### config.mk
export PLATFORM = sky130hd
export DESIGN_NAME = cfg_frame_loader
export DESIGN_NICKNAME = d
export VERILOG_FILES = /design/src/rtl/cfg_loader_pkg.sv /design/src/rtl/cfg_pin_sync.sv /design/src/rtl/cfg_write_pacer.sv /design/src/rtl/cfg_frame_loader.sv
export SDC_FILE = /design/constraint.sdc
export NUM_CORES = 1
export LEC_CHECK = 0
export BUFFER_PORTS_ARGS = -buffer_cell sky130_fd_sc_hd__clkbuf_2
export CAP_MARGIN = 30
export CORE_ASPECT_RATIO = 0.5
export CORE_UTILIZATION = 30
export CTS_CLUSTER_SIZE = 8
export DETAILED_ROUTE_END_ITERATION = 8
export PLACE_DENSITY = 0.58
export SYNTH_ARGS = -nofsm -noshare
export SYNTH_HDL_FRONTEND = slang
export SYNTH_SLANG_ARGS = --single-unit
### constraint.sdc
create_clock -name clk -period 2.4 [get_ports clk]
set_input_delay 0.24 -clock clk [delete_from_list [all_inputs] [get_ports clk]]
set_output_delay 0.24 -clock clk [all_outputs]
set_load 0.01 [all_outputs]
### src/rtl/cfg_loader_pkg.sv
package cfg_loader_pkg;

  typedef enum logic [2:0] {
    ST_IDLE, ST_PROG, ST_INITW, ST_HDR, ST_CHK, ST_FRM, ST_START, ST_FIN
  } ld_state_t;

  typedef enum logic [1:0] {
    ERR_NONE      = 2'd0,
    ERR_INIT_TO   = 2'd1,
    ERR_INIT_LOST = 2'd2,
    ERR_NO_DONE   = 2'd3
  } ld_err_t;

  localparam int HDR_LAST   = 7;   // header writes 0..7
  localparam int PAY_FIRST  = 1;   // payload slots inside a frame
  localparam int PAY_LAST   = 21;
  localparam int FRM_LAST   = 27;  // 28 writes per frame
  localparam int START_LAST = 3;   // four startup writes

  function automatic logic [7:0] hdr_byte(input logic [2:0] i);
    case (i)
      3'd3:    return 8'h4F;
      3'd4:    return 8'h80;
      3'd5:    return 8'hAF;
      3'd6:    return 8'h9B;
      3'd7:    return 8'h4B;
      default: return 8'hFF;
    endcase
  endfunction

  function automatic logic [7:0] frm_byte(input logic [4:0] i, input logic [7:0] pay);
    if (i == 5'd0) return 8'h4F;
    if (i >= 5'(PAY_FIRST) && i <= 5'(PAY_LAST)) return pay;
    if (i == 5'd22 || i == 5'd24) return 8'h4B;
    return 8'hFF;
  endfunction

endpackage

### src/rtl/cfg_pin_sync.sv
module cfg_pin_sync #(
  parameter int   STAGES  = 2,
  parameter logic RST_VAL = 1'b0
) (
  input  logic clk,
  input  logic rst,
  input  logic din,
  output logic dout
);
  logic [STAGES-1:0] sr;

  always_ff @(posedge clk) begin
    if (rst) sr <= {STAGES{RST_VAL}};
    else     sr <= {sr[STAGES-2:0], din};
  end

  assign dout = sr[STAGES-1];
endmodule

### src/rtl/cfg_write_pacer.sv
module cfg_write_pacer #(
  parameter int GAP = 2
) (
  input  logic clk,
  input  logic rst,
  input  logic fire,
  output logic ready
);
  localparam int CW = (GAP < 1) ? 1 : $clog2(GAP + 1);

  logic [CW-1:0] cnt;

  always_ff @(posedge clk) begin
    if (rst)              cnt <= '0;
    else if (fire)        cnt <= CW'(GAP);
    else if (cnt != '0)   cnt <= cnt - 1'b1;
  end

  assign ready = (cnt == '0);
endmodule

### src/rtl/cfg_frame_loader.sv
module cfg_frame_loader
  import cfg_loader_pkg::*;
#(
  parameter int PROG_LOW_CYC = 16,
  parameter int INIT_TIMEOUT = 2000,
  parameter int WR_GAP       = 2,
  parameter int FRAME_CNT_W  = 16,
  parameter int SYNC_STAGES  = 2
) (
  input  logic                   clk,
  input  logic                   rst,
  input  logic                   start,
  input  logic [FRAME_CNT_W-1:0] num_frames,
  output logic                   prog_n,
  input  logic                   init_n,
  input  logic                   done_in,
  input  logic [7:0]             src_data,
  input  logic                   src_valid,
  output logic                   src_ready,
  output logic [7:0]             cfg_data,
  output logic                   cfg_wr,
  output logic                   busy,
  output logic                   load_done,
  output logic                   load_error,
  output logic [1:0]             err_code
);
  localparam int PW = $clog2(PROG_LOW_CYC + 1);
  localparam int TW = $clog2(INIT_TIMEOUT + 1);
  localparam int CW = (PW > TW) ? PW : TW;

  ld_state_t              state;
  logic [CW-1:0]          cnt;
  logic [4:0]             idx;
  logic [FRAME_CNT_W-1:0] frames_left;
  logic                   init_s, done_s;
  logic                   pace_ok, fire, want_wr, pay_slot;
  logic [7:0]             nxt_byte;

  cfg_pin_sync #(.STAGES(SYNC_STAGES), .RST_VAL(1'b0)) u_init_sync (
    .clk(clk), .rst(rst), .din(init_n), .dout(init_s));
  cfg_pin_sync #(.STAGES(SYNC_STAGES), .RST_VAL(1'b0)) u_done_sync (
    .clk(clk), .rst(rst), .din(done_in), .dout(done_s));
  cfg_write_pacer #(.GAP(WR_GAP)) u_pacer (
    .clk(clk), .rst(rst), .fire(fire), .ready(pace_ok));

  // byte selection for the current slot
  always_comb begin
    want_wr  = 1'b0;
    pay_slot = 1'b0;
    nxt_byte = 8'hFF;
    case (state)
      ST_HDR: begin
        want_wr  = 1'b1;
        nxt_byte = hdr_byte(idx[2:0]);
      end
      ST_FRM: begin
        pay_slot = (idx >= 5'(PAY_FIRST)) && (idx <= 5'(PAY_LAST));
        want_wr  = pay_slot ? src_valid : 1'b1;
        nxt_byte = frm_byte(idx, src_data);
      end
      ST_START: want_wr = 1'b1;
      default: ;
    endcase
  end

  assign fire      = want_wr && pace_ok;
  assign src_ready = pay_slot && pace_ok;

  always_ff @(posedge clk) begin
    if (rst) begin
      state       <= ST_IDLE;
      cnt         <= '0;
      idx         <= '0;
      frames_left <= '0;
      prog_n      <= 1'b1;
      cfg_wr      <= 1'b0;
      cfg_data    <= 8'h00;
      busy        <= 1'b0;
      load_done   <= 1'b0;
      load_error  <= 1'b0;
      err_code    <= ERR_NONE;
    end else begin
      cfg_wr <= fire;
      if (fire) cfg_data <= nxt_byte;
      case (state)
        ST_IDLE: if (start) begin
          busy        <= 1'b1;
          load_done   <= 1'b0;
          load_error  <= 1'b0;
          err_code    <= ERR_NONE;
          prog_n      <= 1'b0;
          cnt         <= CW'(PROG_LOW_CYC - 1);
          frames_left <= num_frames;
          state       <= ST_PROG;
        end
        ST_PROG: begin
          if (cnt == '0) begin
            prog_n <= 1'b1;
            state  <= ST_INITW;
          end else begin
            cnt <= cnt - 1'b1;
          end
        end
        ST_INITW: begin
          if (init_s) begin
            idx   <= '0;
            state <= ST_HDR;
          end else if (cnt == CW'(INIT_TIMEOUT - 1)) begin
            busy       <= 1'b0;
            load_error <= 1'b1;
            err_code   <= ERR_INIT_TO;
            state      <= ST_IDLE;
          end else begin
            cnt <= cnt + 1'b1;
          end
        end
        ST_HDR: if (fire) begin
          if (idx == 5'(HDR_LAST)) state <= ST_CHK;
          else                     idx   <= idx + 1'b1;
        end
        ST_CHK: begin
          idx <= '0;
          if (done_s || frames_left == '0) begin
            state <= ST_START;
          end else if (!init_s) begin
            busy       <= 1'b0;
            load_error <= 1'b1;
            err_code   <= ERR_INIT_LOST;
            state      <= ST_IDLE;
          end else begin
            state <= ST_FRM;
          end
        end
        ST_FRM: if (fire) begin
          if (idx == 5'(FRM_LAST)) begin
            frames_left <= frames_left - 1'b1;
            state       <= ST_CHK;
          end else begin
            idx <= idx + 1'b1;
          end
        end
        ST_START: if (fire) begin
          if (idx == 5'(START_LAST)) state <= ST_FIN;
          else                       idx   <= idx + 1'b1;
        end
        ST_FIN: begin
          busy <= 1'b0;
          if (done_s) begin
            load_done <= 1'b1;
          end else begin
            load_error <= 1'b1;
            err_code   <= ERR_NO_DONE;
          end
          state <= ST_IDLE;
        end
        default: state <= ST_IDLE;
      endcase
    end
  end

  // checks
  assert_prog_in_load_R2: assert property (@(posedge clk) disable iff (rst)
    !prog_n |-> busy);
  assert_wr_after_prog_R3: assert property (@(posedge clk) disable iff (rst)
    cfg_wr |-> prog_n);
  assert_payload_pass_R4: assert property (@(posedge clk) disable iff (rst)
    (src_valid && src_ready) |=> (cfg_wr && cfg_data == $past(src_data)));
  assert_flags_excl_R6: assert property (@(posedge clk) disable iff (rst)
    !(load_done && load_error));
  assert_err_code_R7: assert property (@(posedge clk) disable iff (rst)
    load_error |-> (err_code != ERR_NONE));
  assert_ready_in_load_R12: assert property (@(posedge clk) disable iff (rst)
    src_ready |-> busy);
  assert_idle_quiet_R1: assert property (@(posedge clk) disable iff (rst)
    (!busy && !$past(busy)) |-> !cfg_wr);

  generate
    if (WR_GAP > 0) begin : g_gap_chk
      assert_wr_gap_R10: assert property (@(posedge clk) disable iff (rst)
        cfg_wr |=> !cfg_wr);
    end
  endgenerate
endmodule

# Yosys cells after proc, flatten, opt, wreduce, memory -nomap -nowiden
# Index checks and enable logic that the tools add are counted.
# word_totals
romBits	0
ramBits	0
regBits	56
inputBits	30
wordCells	165
output_inout_bits	16
latch_bits	0
n_memories	0
# op_classes
shifts	0
n_mul	0
div_mod_pow	0
reduce_logical	28
addsub	5
muxes	76
eq_ne	39
n_bitwise	0
order_cmp	2
# op_table
operator	n
16-bit 2-to-1 mux	3
8-bit 2-to-1 mux	6
11-bit 2-to-1 mux	4
8-bit case mux with 5 select lines	1
3-bit 2-to-1 mux	12
2-bit != test (second input constant)	18
5-bit 2-to-1 mux	7
11-bit case mux with 3 select lines	1
16-bit case mux with 2 select lines	1
5-bit case mux with 5 select lines	1
3-bit == test (second input constant)	8
1-bit 2-to-1 mux	24
3-bit case mux with 8 select lines	1
16-bit zero test	1
2-bit 2-to-1 mux	8
8-bit case mux with 2 select lines	1
16-bit by 1-bit subtractor with 16-bit output (second input constant)	1
5-bit == test (second input constant)	3
11-bit by 1-bit adder with 11-bit output (second input constant)	1
11-bit == test (second input constant)	1
11-bit zero test	1
11-bit by 1-bit subtractor with 11-bit output (second input constant)	1
2-bit nonzero test	5
3-bit by 2-bit == test with 1-bit output (second input constant)	3
28 further kinds	37

# Depth between registers and ports, before layout
# Gate-level depths: netlist of the first run.
# logic_depth
word_depth	12
depth_mapped	9
depth_no_buf	8

# Cells and area by module
# From an unflattened synthesis of the first run, not the netlist that was laid out.
# hier_totals
hier_cells	465
area_unflattened_um2	3691.0
# modules_own_cells
module	seq_area_each_um2	n_inst	cells_per_inst	area_each_um2
cfg_frame_loader	1001.0	1	451	3518.4
cfg_pin_sync	40.0	2	4	52.6
cfg_write_pacer	40.0	1	6	67.6

# Worst setup path after synthesis of the first run
# No wires, ideal clock.
# synth_path
kind	register to register
start	register state[1]
end	register cnt[10]
stages_incl_launch_ff	10
path_buffers	1
slack_ps	-262
period_less_slack_ps	2662
arrival_ps	2538
setup_ps	124
required_time_ps	2276
path_cell_list	dfxtp_1 > or3b_2 > clkbuf_1 > ha_1 > o211ai_1 > o211a_1 > or3_1 > o211ai_1 > mux2i_1 > o21ai_0
# synth_via
elab_chain_len	3
word_cells_on_any_way	10
cone_classes	eq/ne: 6; mux: 1; reduce/logical: 3
# synth_lines
element	line	rtl
start: declaration	cfg_frame_loader.sv:31	ld_state_t state;
start signal: assignment	cfg_frame_loader.sv:71	state <= ST_IDLE;
start signal: assignment	cfg_frame_loader.sv:94	state <= ST_PROG;
start signal: assignment	cfg_frame_loader.sv:99	state <= ST_INITW;
3-bit by 2-bit == test with 1-bit output, or another cell as far along	cfg_frame_loader.sv:85	case (state)
2-bit != test (no line) or 3-bit nonzero test (tied branches)	-	
5-bit AND reduction (no line)	-	
end signal: assignment	cfg_frame_loader.sv:92	cnt <= CW'(PROG_LOW_CYC - 1);
end signal: assignment	cfg_frame_loader.sv:101	cnt <= cnt - 1'b1;
end signal: assignment	cfg_frame_loader.sv:114	cnt <= cnt + 1'b1;
end: declaration	cfg_frame_loader.sv:32	logic [CW-1:0] cnt;
# Several ways; a longest one is shown, not always the timed one.
# A chain may end at the register's enable or synchronous reset.

# Worst setup path after layout of the first run
# layout_path
start	register state[2]
end	register cnt[10]
# The elaborated chain is that of the path after synthesis.

==> results of run 1 <==
[final cells by class]
type	count	share of cell area
multi-input cells	371	0.555
flip-flops and latches	56	0.256
repair buffers	70	0.0979
well taps	159	0.0454
clock buffers	8	0.0334
inverters	14	0.0120
[metal layers]
layer  vias to the layer above  track usage  part of all wire  wire length, µm
met2                        59        0.235              0.43             3950
li1                       1830            -                 -                -
met4                         0       0.0466             0.014              134
met5                         -            0                 0                0
met3                        12       0.0261             0.041              376
met1                      1610        0.212              0.52             4790
[how the worst max path moves through the flow]
stage | from | end | slack, ns | depth (start not counted)
after global placement | state[0]$_SDFFE_PP0P_ | cnt[10]$_SDFFE_PP0P_ | 0.03 | 8
final | state[2]$_SDFFE_PP0P_ | cnt[10]$_SDFFE_PP0P_ | 0.01 | 8
after floorplan | state[1]$_SDFFE_PP0P_ | cnt[10]$_SDFFE_PP0P_ | 0.05 | 9
after CTS | state[0]$_SDFFE_PP0P_ | cnt[10]$_SDFFE_PP0P_ | 0.02 | 8
after detailed placement | state[1]$_SDFFE_PP0P_ | cnt[10]$_SDFFE_PP0P_ | -0.01 | 8
after global routing | state[2]$_SDFFE_PP0P_ | cnt[10]$_SDFFE_PP0P_ | -0.08 | 8
[worst max-delay path, cell delays in order (launching register included)]
cell      delay (ns)
dfxtp_2         0.34
or3b_4          0.48
fa_1            0.42
a211oi_2        0.24
o211a_1         0.20
nor2_1          0.05
o211ai_1        0.24
mux2i_1         0.23
o21ai_1         0.08
[repair_timing]
item | 4_1_cts | 5_1_grt
resized for setup | 3 | 6
setup endpoints to repair | 1 | 8
pin swaps | 0 | 6
cloned | 1 | 0
setup buffers | 0 | 2
[sequential cells by signal, indices dropped and copies added (netlist names)]
register / count
frames_left: 16
cfg_data: 8
load_error: 1
u_done_sync.sr: 2
cnt: 11
u_pacer.cnt: 2
u_init_sync.sr: 2
prog_n: 1
idx: 5
state: 3
load_done: 1
cfg_wr: 1
err_code: 2
busy: 1
[synthesized netlist by cell type, drive strengths merged (8+ instances only)]
master and number:
a211oi 13, a21oi 38, a31oi 9, buf 13, clkbuf 15, dfxtp 56
ha 16, inv 14, mux2i 9, nand2 48, nand3 12, nor2 40
nor2b 10, nor3 13, o211ai 8, o21ai 46, or3 8
[placed cells by master, fill, tap and decap left out, types with 10 or more instances in the layout]
cell	instances
ha_1	10
inv_1	14
nand2_1	48
nor2_1	39
a211oi_1	12
buf_4	23
o21ai_0	41
nor3_1	12
dfxtp_1	54
clkbuf_2	45
nand3_1	12
nor2b_1	10
a21oi_1	36
[power breakdown]
| group | switching (mW) | leakage (nW) | internal, mW | total [mW] |
|---|---|---|---|---|
| registers | 0.228 | 0.460 | 1.17 | 1.40 |
| clock network | 0.329 | 0.0712 | 0.418 | 0.746 |
| logic | 1.68 | 1.19 | 1.47 | 3.15 |
| total | 2.24 | 1.72 | 3.06 | 5.30 |
[through the flow]
stage / util / hold slack, ns / instance area [µm²] / setup WS [ns]
3_3_place_gp: 0.366 / 0.434 / 4170 / 0.0260
5_1_grt: 0.385 / 0.163 / 4380 / -0.0833
4_1_cts: 0.382 / 0.147 / 4350 / 0.0163
6_report: 0.385 / 0.153 / 4380 / 0.0127
2_1_floorplan: - / 0.368 / 3710 / 0.0456
3_5_place_dp: 0.367 / 0.442 / 4180 / -0.00987
[logic make-up (layout without fill, tap and decap cells)]
logic type                 count (synthesis)  count (layout)  synth area share
buffers and inverters                     42              92            0.0489
muxes                                     10              10            0.0279
AOI/OAI and AO/OA                        160             160             0.288
adders and majority gates                 17              17            0.0606
xor gates and xnor gates                   8               8            0.0193
and+or+nand+nor                          175             176             0.246
DFF                                       56              56             0.309
==> reports/results.tsv, run 1 <==
stage	metric	value	unit
routing	1st-iter DRT viols	184	
status	outcome	finished clean	
routing	via count	3511	
setup_path	crit start category	register	
grt	largest net degree at the start of global routing	49	
setup_path	Arr. time, crit path	2.57	ns
final_layout	layout cells sized above 1	0.200	
timing	Final Max Slew Viols	0	
setup_path	WS Path Type	register to register	
synth	Synth cell types	67	
die	Initial Util	0.319	
die	FP Rows	27	
timing	Final Hold Fails	0	
clocking	clk root buf	clkbuf_16	
clocking	clock-pin slew on the worst setup and hold paths	0.07	ns
timing	RSZ-0062 raised after global routing	yes	
routing	Vias/cell	5.18	
place	# port buffers	45	
setup_path	CP Data Required Time	2.58	ns
die	die area	12600	µm²
synth	Post-Syn Area	3630	µm²
final_layout	area grow syn2layout	20.7	%
routing	final WL	9.25	mm
die	Die X-Extent	158	µm
grt	global-route usage over all layers	0.152	
setup_path	launching point of the worst reg2reg path	state[2]$_SDFFE_PP0P_	
synth	number of synthesized flops with an enable pin	0	
routing	Initial DRT Pass Iterations	4	
timing	Worst Skew	0.00761	ns
final_layout	multi-input combinational cell area	2430	µm²
clocking	Clk Latency, worst-skew pair	0.30	ns
place	DP Cell Count	667	
setup_path	R2R cell count	8	
synth	Top FF cell, synth	dfxtp_1	
hold_path	Hold Crit Class	input port to register	
final_layout	Final nets	565	
synth	syn nets	515	
power	power density cells	1210	nW/µm²
die	Ports	46	
setup_path	r2r setup slk	0.01	ns
clocking	Hold-fix buffers, CTS	0	
flow_run	# Max-Cap Violations	0	
synth	Synth Instances	468	
clocking	clock buffer depth	2	
setup_path	Reg-to-Reg End	cnt[10]$_SDFFE_PP0P_	
timing	final setup fails	0	
routing	WL per Instance	13.6	µm
synth	Post-synth ARST share	0	
die	Die Y	79.8	µm
power	Worst VDD drop	0.000399	V
synth	dominant cell type by area after synthesis	dfxtp_1	
timing	Tmin final	2.39	ns
synth	syn_area_per_cell	7.76	µm²
synth	register bit total from synthesis	56	
place	Final Wtd Congestion	0.779	
final_layout	Reg area	1120	µm²
routing	DRC Markers	0	
timing	max frequency	419	MHz
synth	Synth area leaders	dfxtp_1 (31%), o21ai_0 (5.9%), ha_1 (5.5%)	
setup_path	Crit Path Max Fanout	5	
synth	sequential area share after synthesis	0.309	
routing	post-detailed-route count of antenna-violating nets	0	
clocking	CTS Buf Count	5	
clocking	Clock H-tree levels	2	
final_layout	filler cell count	1174	
timing	setup TNS	0	ns
final_layout	ant diodes	0	
hold_path	worst hold start	init_n	
die	core area	11400	µm²
synth	synth warn	0	
final_layout	final cell count without fillers	678	
grt	initial antenna violation count	0	
clocking	CTS sink cnt	56	
timing	crit share post-route	0.995	
synth	Synth top area share	0.309	
power	Lkg Pwr	1.72	nW
grt	grt total ovfl	0	
timing	Worst-Margin Slew	0.698	ns
grt	first-pass GRT wire length	15.3	mm
setup_path	CP endpoint kind	register	
grt	vias in the first global route	3137	
timing	Worst slew margin	0.532	
power	Total Power	5.30	mW
clocking	CTS tree	yes	
hold_path	Hold Path Sink	u_init_sync.sr[0]$_SDFF_PP0_	
place	hpwl dp	6.71	mm
hold_path	Worst Hold Depth	2	
No activity file was read; power rests on OpenSTA's default activity.
==> run 2, diff against run 1 <==
==> constraint.sdc (replaced) <==
create_clock -name clk -period 2.4 [get_ports clk]
set_input_delay 0.12 -clock clk [delete_from_list [all_inputs] [get_ports clk]]
set_output_delay 0.12 -clock clk [all_outputs]
set_load 0.01 [all_outputs]
==> run 2 against run 1 <==
Effect of this change:
- the run now ends with negative setup slack left
- count of clock-buffer cells in the layout stayed put
- register-to-register slack worse by 0.02 ns
- hold slack lost 0.12 ns
- clock skew about the same
- combinational power is 5% higher
- critical path type unchanged
- critical endpoint unchanged
- largest cell class unchanged
- largest power group unchanged
==> reports/results.tsv, run 2 (synthesis gave the netlist of run 1 again) <==
stage	metric	value	unit
status	outcome	finished with violations	
status	failing checks	negative setup slack	
timing	crit share post-route	1.00	
die	core area	11400	µm²
hold_path	Hold Crit Class	input port to register	
final_layout	layout cells sized above 1	0.216	
timing	max frequency	415	MHz
power	Worst VDD drop	0.000411	V
clocking	Clk Latency, worst-skew pair	0.30	ns
final_layout	area grow syn2layout	22.7	%
grt	largest net degree at the start of global routing	33	
power	Lkg Pwr	1.75	nW
setup_path	WS Path Type	register to register	
final_layout	most flop-heavy register	frames_left	
routing	Initial DRT Pass Iterations	4	
place	DP Cell Count	669	
clocking	clk root buf	clkbuf_16	
die	FP Rows	27	
setup_path	R2R cell count	9	
final_layout	ant diodes	0	
grt	initial antenna violation count	0	
die	Die Y	79.8	µm
power	power density cells	1230	nW/µm²
setup_path	CP endpoint kind	register	
timing	Tmin final	2.41	ns
die	Initial Util	0.319	
routing	via count	3544	
grt	first-pass GRT wire length	15.5	mm
timing	Worst-Margin Slew	0.708	ns
setup_path	Reg-to-Reg End	cnt[10]$_SDFFE_PP0P_	
clocking	clock buffer depth	2	
setup_path	crit start category	register	
die	Die X-Extent	158	µm
place	Post-Place Cell Area	4200	µm²
final_layout	max FFs per register	16	
timing	RSZ-0062 raised after global routing	yes	
setup_path	Worst Setup EP	cnt[10]$_SDFFE_PP0P_	
final_layout	final cell count without fillers	683	
timing	Final Max Slew Viols	0	
place	Final Wtd Congestion	0.793	
power	Total Power	5.46	mW
flow_run	# Max-Cap Violations	0	
routing	Vias/cell	5.19	
final_layout	leading cell types in the layout, fill and taps excluded	dfxtp_1 (53), nand2_1 (48), clkbuf_2 (45)	
timing	Worst slew margin	0.525	
grt	vias in the first global route	3214	
routing	DRC Markers	0	
routing	final WL	9.32	mm
grt	grt total ovfl	0	
die	die area	12600	µm²
final_layout	top flop regs	frames_left: 16 flops, cnt: 11 flops, cfg_data: 8 flops	
clocking	Clock H-tree levels	2	
final_layout	finished layout cell area	4450	µm²
final_layout	commonest non-fill, non-tap cell in the layout	dfxtp_1	
routing	1st-iter DRT viols	208	
setup_path	CP Data Required Time	2.58	ns
timing	final setup fails	1	
setup_path	Crit Path Max Fanout	4	
setup_path	launching point of the worst reg2reg path	state[0]$_SDFFE_PP0P_	
timing	Final Hold Fails	0	
clocking	CTS sink cnt	56	
routing	post-detailed-route count of antenna-violating nets	0	
setup_path	Arr. time, crit path	2.59	ns
hold_path	Worst Hold Depth	2	
timing	Worst Skew	0.00792	ns
timing	setup ws final	-0.00702	ns
clocking	clock-pin slew on the worst setup and hold paths	0.07	ns
clocking	CTS tree	yes	
grt	global-route usage over all layers	0.154	
setup_path	r2r setup slk	-0.007	ns
routing	WL per Instance	13.6	µm
final_layout	Final nets	570	
die	Ports	46	
place	hpwl dp	6.66	mm
place	pre-CTS WS	-0.0603	ns
setup_path	Worst Setup SP	state[0]$_SDFFE_PP0P_	
clocking	CTS Buf Count	5	
place	# port buffers	45	
==> run 2: cell count changes in the layout (fill, tap and decap cells not counted), sizes merged <==
cell  change
buf       +5
==> run 2: through the flow <==
step	hold slack (ns)	util	setup TNS, ns
3_5_place_dp	0.335	0.369	-0.0603
3_3_place_gp	0.328	0.368	0
5_1_grt	0.0568	0.391	-0.140
6_report	0.0298	0.391	-0.00702
2_1_floorplan	0.248	-	0
4_1_cts	0.0257	0.384	-0.00969
==> run 2: what timing repair did <==
action / 4_1_cts / 5_1_grt
hold endpoints to repair: 0 / 0
resized for setup: 5 / 10
endpoints found under the setup margin: 1 / 10
buffers inserted: 2 / 3
pin swaps: 7 / 9
gates cloned: 1 / 0
hold buffers: 0 / 0
==> run 2: cell type report <==
type / count / area [µm²]
Tap cell: 159 / 199
Sequential cell: 56 / 1120
Inverter: 14 / 52.6
Clock buffer: 8 / 146
Fill cell: 1191 / 6930
Timing Repair Buffer: 75 / 483
Multi-Input combinational cell: 371 / 2450
==> run 2: how the worst min path moves through the flow <==
stage | from | slack [ns] | end
global route | src_data[0] | 0.06 | cfg_data[0]$_SDFFE_PP0P_
detailed placement | init_n | 0.33 | u_init_sync.sr[0]$_SDFF_PP0_
global placement | init_n | 0.33 | u_init_sync.sr[0]$_SDFF_PP0_
floorplan | done_in | 0.25 | u_done_sync.sr[0]$_SDFF_PP0_
CTS | init_n | 0.03 | u_init_sync.sr[0]$_SDFF_PP0_
finish | init_n | 0.03 | u_init_sync.sr[0]$_SDFF_PP0_
==> run 2: critical path, stage by stage, from the launching register on <==
cell and delay, ns:
dfxtp_2 0.33, or3b_4 0.44, buf_12 0.16, ha_4 0.27
o211ai_1 0.09, o211a_1 0.23, or3_1 0.30, o211ai_1 0.16
mux2i_1 0.23, o21ai_1 0.08
==> run 2: routing by layer <==
layer / up-vias / global-route usage / routed length [µm]
met3: 7 / 0.0266 / 324
met1: 1640 / 0.215 / 4870
li1: 1846 / - / -
met5: - / 0 / 0
met2: 51 / 0.241 / 4040
met4: 0 / 0.0427 / 88
==> run 2: where the power goes <==
| part | switching, mW | internal (mW) | total, mW |
|---|---|---|---|
| clock | 0.329 | 0.418 | 0.747 |
| combinational | 1.77 | 1.54 | 3.31 |
| sequential | 0.230 | 1.17 | 1.40 |
==> run 3, diff against run 2 <==
--- a/config.mk
+++ b/config.mk
@@ -5,13 +5,14 @@
 export SDC_FILE = /design/constraint.sdc
 export NUM_CORES = 1
 export LEC_CHECK = 0
+export ABC_AREA = 1
 export BUFFER_PORTS_ARGS = -buffer_cell sky130_fd_sc_hd__clkbuf_2
 export CAP_MARGIN = 30
 export CORE_ASPECT_RATIO = 0.5
 export CORE_UTILIZATION = 30
 export CTS_CLUSTER_SIZE = 8
 export DETAILED_ROUTE_END_ITERATION = 8
-export PLACE_DENSITY = 0.58
+export PLACE_DENSITY = 0.57
 export SYNTH_ARGS = -nofsm -noshare
 export SYNTH_HDL_FRONTEND = slang
 export SYNTH_SLANG_ARGS = --single-unit
==> run 3 against run 2 <==
Effect of this change:
- the run ends with design-rule violations left
- utilization fell by 3.6 points
- clock power rose by 0.9%
- cell area rose by 2.3%
- first-iteration DRC count rose by 60%
- clock skew fell by 0.00065 ns
- wire length rose by 9.9%
- synthesized area rose by 11%
- total power fell by 0.32%
- sequential power rose by 5%
- register-to-register slack improved by 0.33 ns
- die area rose by 10%
- critical endpoint is now cnt[9]$_SDFFE_PP0P_
==> reports/results.tsv, run 3 <==
stage	metric	value	unit
final_layout	Final nets	732	
final_layout	top flop regs	frames_left: 16 flops, cnt: 11 flops, cfg_data: 8 flops	
routing	DRC Markers	6	
setup_path	Crit path largest cell delay	0.35	ns
synth	Synth area leaders	dfxtp_1 (28%), nand2_1 (17%), nand3_1 (8.0%)	
power	NetSw	2.72	mW
synth	sequential area share after synthesis	0.279	
clocking	Clock H-tree levels	2	
synth	syn nets	688	
clocking	clk root buf	clkbuf_16	
setup_path	slowest cell on the critical path	ha_1	
power	Internal	2.72	mW
synth	Post-synth ARST share	0	
clocking	CTS Buf Count	5	
setup_path	WS Path Type	register to register	
synth	synth warn	0	
final_layout	most flop-heavy register	frames_left	
grt	initial antenna violation count	0	
hold_path	Hold Crit Class	input port to register	
routing	via count	4067	
status	failing checks	design-rule violations	
synth	dominant cell type by area after synthesis	dfxtp_1	
timing	Worst-Margin Slew	0.465	ns
synth	Synth top area share	0.279	
timing	Worst slew margin	0.690	
synth	Top FF cell, synth	dfxtp_1	
final_layout	Reg area	1120	µm²
setup_path	Worst Setup EP	cnt[9]$_SDFFE_PP0P_	
die	Die Y	83.8	µm
routing	Vias/cell	4.75	
timing	Final Hold Fails	0	
setup_path	Arr. time, crit path	2.25	ns
final_layout	commonest non-fill, non-tap cell in the layout	nand2_1	
status	outcome	finished with violations	
place	DP Cell Count	847	
final_layout	ant diodes	0	
setup_path	r2r setup slk	0.32	ns
clocking	CTS sink cnt	56	
setup_path	CP endpoint kind	register	
clocking	CTS tree	yes	
routing	WL per Instance	12.0	µm
die	Ports	46	
clocking	Clk Latency, worst-skew pair	0.30	ns
synth	Synth cell types	41	
die	Die X-Extent	166	µm
synth	Post-Syn Area	4010	µm²
synth	Synth Instances	641	
power	Clk pwr share	0.138	
die	Initial Util	0.312	
synth	leading cell types by count after synthesis	nand2_1 (182), nor2_1 (84), nand3_1 (64), inv_1 (62), dfxtp_1 (56)	
grt	vias in the first global route	3730	
clocking	clock-pin slew on the worst setup and hold paths	0.08	ns
power	power density cells	1190	nW/µm²
place	Final Wtd Congestion	0.853	
place	# port buffers	45	
final_layout	filler cell count	1428	
routing	Initial DRT Pass Iterations	6	
setup_path	critical path, cell by cell	inv_2, nand3_1, buf_4, ha_1, inv_1, o21ai_0, o21ai_0, nand3_1, nand2_1, nand3_1, a21oi_1	
timing	crit share post-route	0.866	
synth	most frequent cell after synthesis	nand2_1	
grt	global-route usage over all layers	0.154	
final_layout	max FFs per register	16	
final_layout	layout cells sized above 1	0.134	
timing	Tmin final	2.08	ns
setup_path	Worst Setup SP	state[0]$_SDFFE_PP0P_	
timing	RSZ-0062 raised after global routing	no	
place	hpwl dp	7.61	mm
flow_run	# Max-Cap Violations	0	
power	Switching Fraction	0.500	
timing	Worst Skew	0.00726	ns
setup_path	Crit Path Max Fanout	15	
clocking	clock buffer depth	2	
synth	number of synthesized flops with an enable pin	0	
timing	setup TNS	0	ns
timing	final setup fails	0	
setup_path	R2R cell count	11	
timing	max frequency	481	MHz
die	FP Rows	29	
grt	largest net degree at the start of global routing	30	
setup_path	CP Data Required Time	2.57	ns
routing	post-detailed-route count of antenna-violating nets	0	
final_layout	area grow syn2layout	13.5	%
final_layout	final cell count without fillers	856	
die	die area	13900	µm²
synth	register bit total from synthesis	56	
setup_path	Reg-to-Reg End	cnt[9]$_SDFFE_PP0P_	
power	Lkg Pwr	2.23	nW
final_layout	multi-input combinational cell area	2510	µm²
setup_path	crit start category	register	
synth	syn_area_per_cell	6.26	µm²
routing	final WL	10.2	mm
setup_path	launching point of the worst reg2reg path	state[0]$_SDFFE_PP0P_	
power	Reg power frac	0.271	
grt	first-pass GRT wire length	17.3	mm
routing	1st-iter DRT viols	332	
final_layout	Final Util	0.355	
die	core area	12800	µm²
grt	grt total ovfl	0	
setup_path	cell mode on critical path	nand3_1	
timing	hold_ws	0.0141	ns
timing	Final Max Slew Viols	0	
power	Worst VDD drop	0.000380	V
final_layout	leading cell types in the layout, fill and taps excluded	nand2_1 (182), nor2_1 (84), nand3_1 (64)	
power	combinational share of power	0.591	
## run 3: cell count changes after synthesis, moves of 8 or more
cell / change
inv_1: +48
nand4_1: +10
nand2_1: +134
or3_1: -8
nor2_1: +45
nand3_1: +52
clkbuf_1: -9
nor2b_1: -10
o21ai_0: -8
a211oi_1: -13
## run 3: layer usage
metal	routed length, µm	up-vias	track usage	share of wire
met4	110	0	0.0380	0.011
met1	5400	1828	0.219	0.53
met2	4330	72	0.240	0.42
met3	390	8	0.0243	0.038
met5	0	-	0	0
li1	-	2159	-	-
## run 3: layout make-up
| type | count | share of cell area |
|---|---|---|
| multi-input combinational | 497 | 0.550 |
| sequential | 56 | 0.246 |
| timing repair buffer | 55 | 0.0664 |
| inverter | 70 | 0.0582 |
| tap | 170 | 0.0467 |
| clock buffer | 5 | 0.0275 |
| clock inverter | 3 | 0.00522 |
## run 3: cell families (layout without fill, tap and decap cells)
| family | count (synthesis) | count (layout) | synth area share |
|---|---|---|---|
| xor+xnor | 10 | 10 | 0.0218 |
| mux | 2 | 2 | 0.00499 |
| buf+inv | 88 | 133 | 0.0963 |
| fa+ha+maj | 17 | 17 | 0.0549 |
| compound gates | 93 | 93 | 0.125 |
| flops | 56 | 56 | 0.279 |
| simple gates | 375 | 375 | 0.418 |
## run 3: timing repair
action,CTS,global route
endpoints found under the hold margin,1,0
setup buffers,0,0
gates resized for setup,0,0
hold buffers,1,0
## run 3: through the flow
| step | power [mW] | cell area, µm² | setup WS [ns] |
|---|---|---|---|
| finish | 5.44 | 4560 | 0.321 |
| global route | 6.08 | 4560 | 0.0507 |
| CTS | 5.48 | 4560 | 0.301 |
| detailed placement | 4.69 | 4400 | 0.345 |
| global placement | 4.65 | 4400 | 0.383 |
| floorplan | 4.05 | 4010 | 0.218 |
## run 3: critical path, delay by kind of cell, from the launching register on
kind	cells	cell delay (ns)
AOI/OAI and AO/OA	3	0.56
buffers and inverters	3	0.39
adders and majority gates	1	0.35
DFF	1	0.32
and+or+nand+nor	4	0.32
## run 3: worst min path at each step
stage / start / to / slack (ns) / depth (start not counted)
global placement: done_in / u_done_sync.sr[0]$_SDFF_PP0_ / 0.32 / 3
detailed placement: done_in / u_done_sync.sr[0]$_SDFF_PP0_ / 0.32 / 3
global route: init_n / u_init_sync.sr[0]$_SDFF_PP0_ / 0.02 / 3
finish: init_n / u_init_sync.sr[0]$_SDFF_PP0_ / 0.01 / 3
CTS: init_n / u_init_sync.sr[0]$_SDFF_PP0_ / 0.006 / 3
floorplan: rst / cfg_wr$_SDFF_PP0_ / 0.21 / 1
## run 3: power groups by stage
stage          clock [mW]  sequential [mW]  combinational (mW)
2_1_floorplan           0             1.44                2.61
3_3_place_gp            0             1.49                3.16
3_5_place_dp            0             1.49                3.20
4_1_cts             0.787             1.47                3.22
5_1_grt             0.821             1.52                3.74
6_report            0.754             1.47                3.22
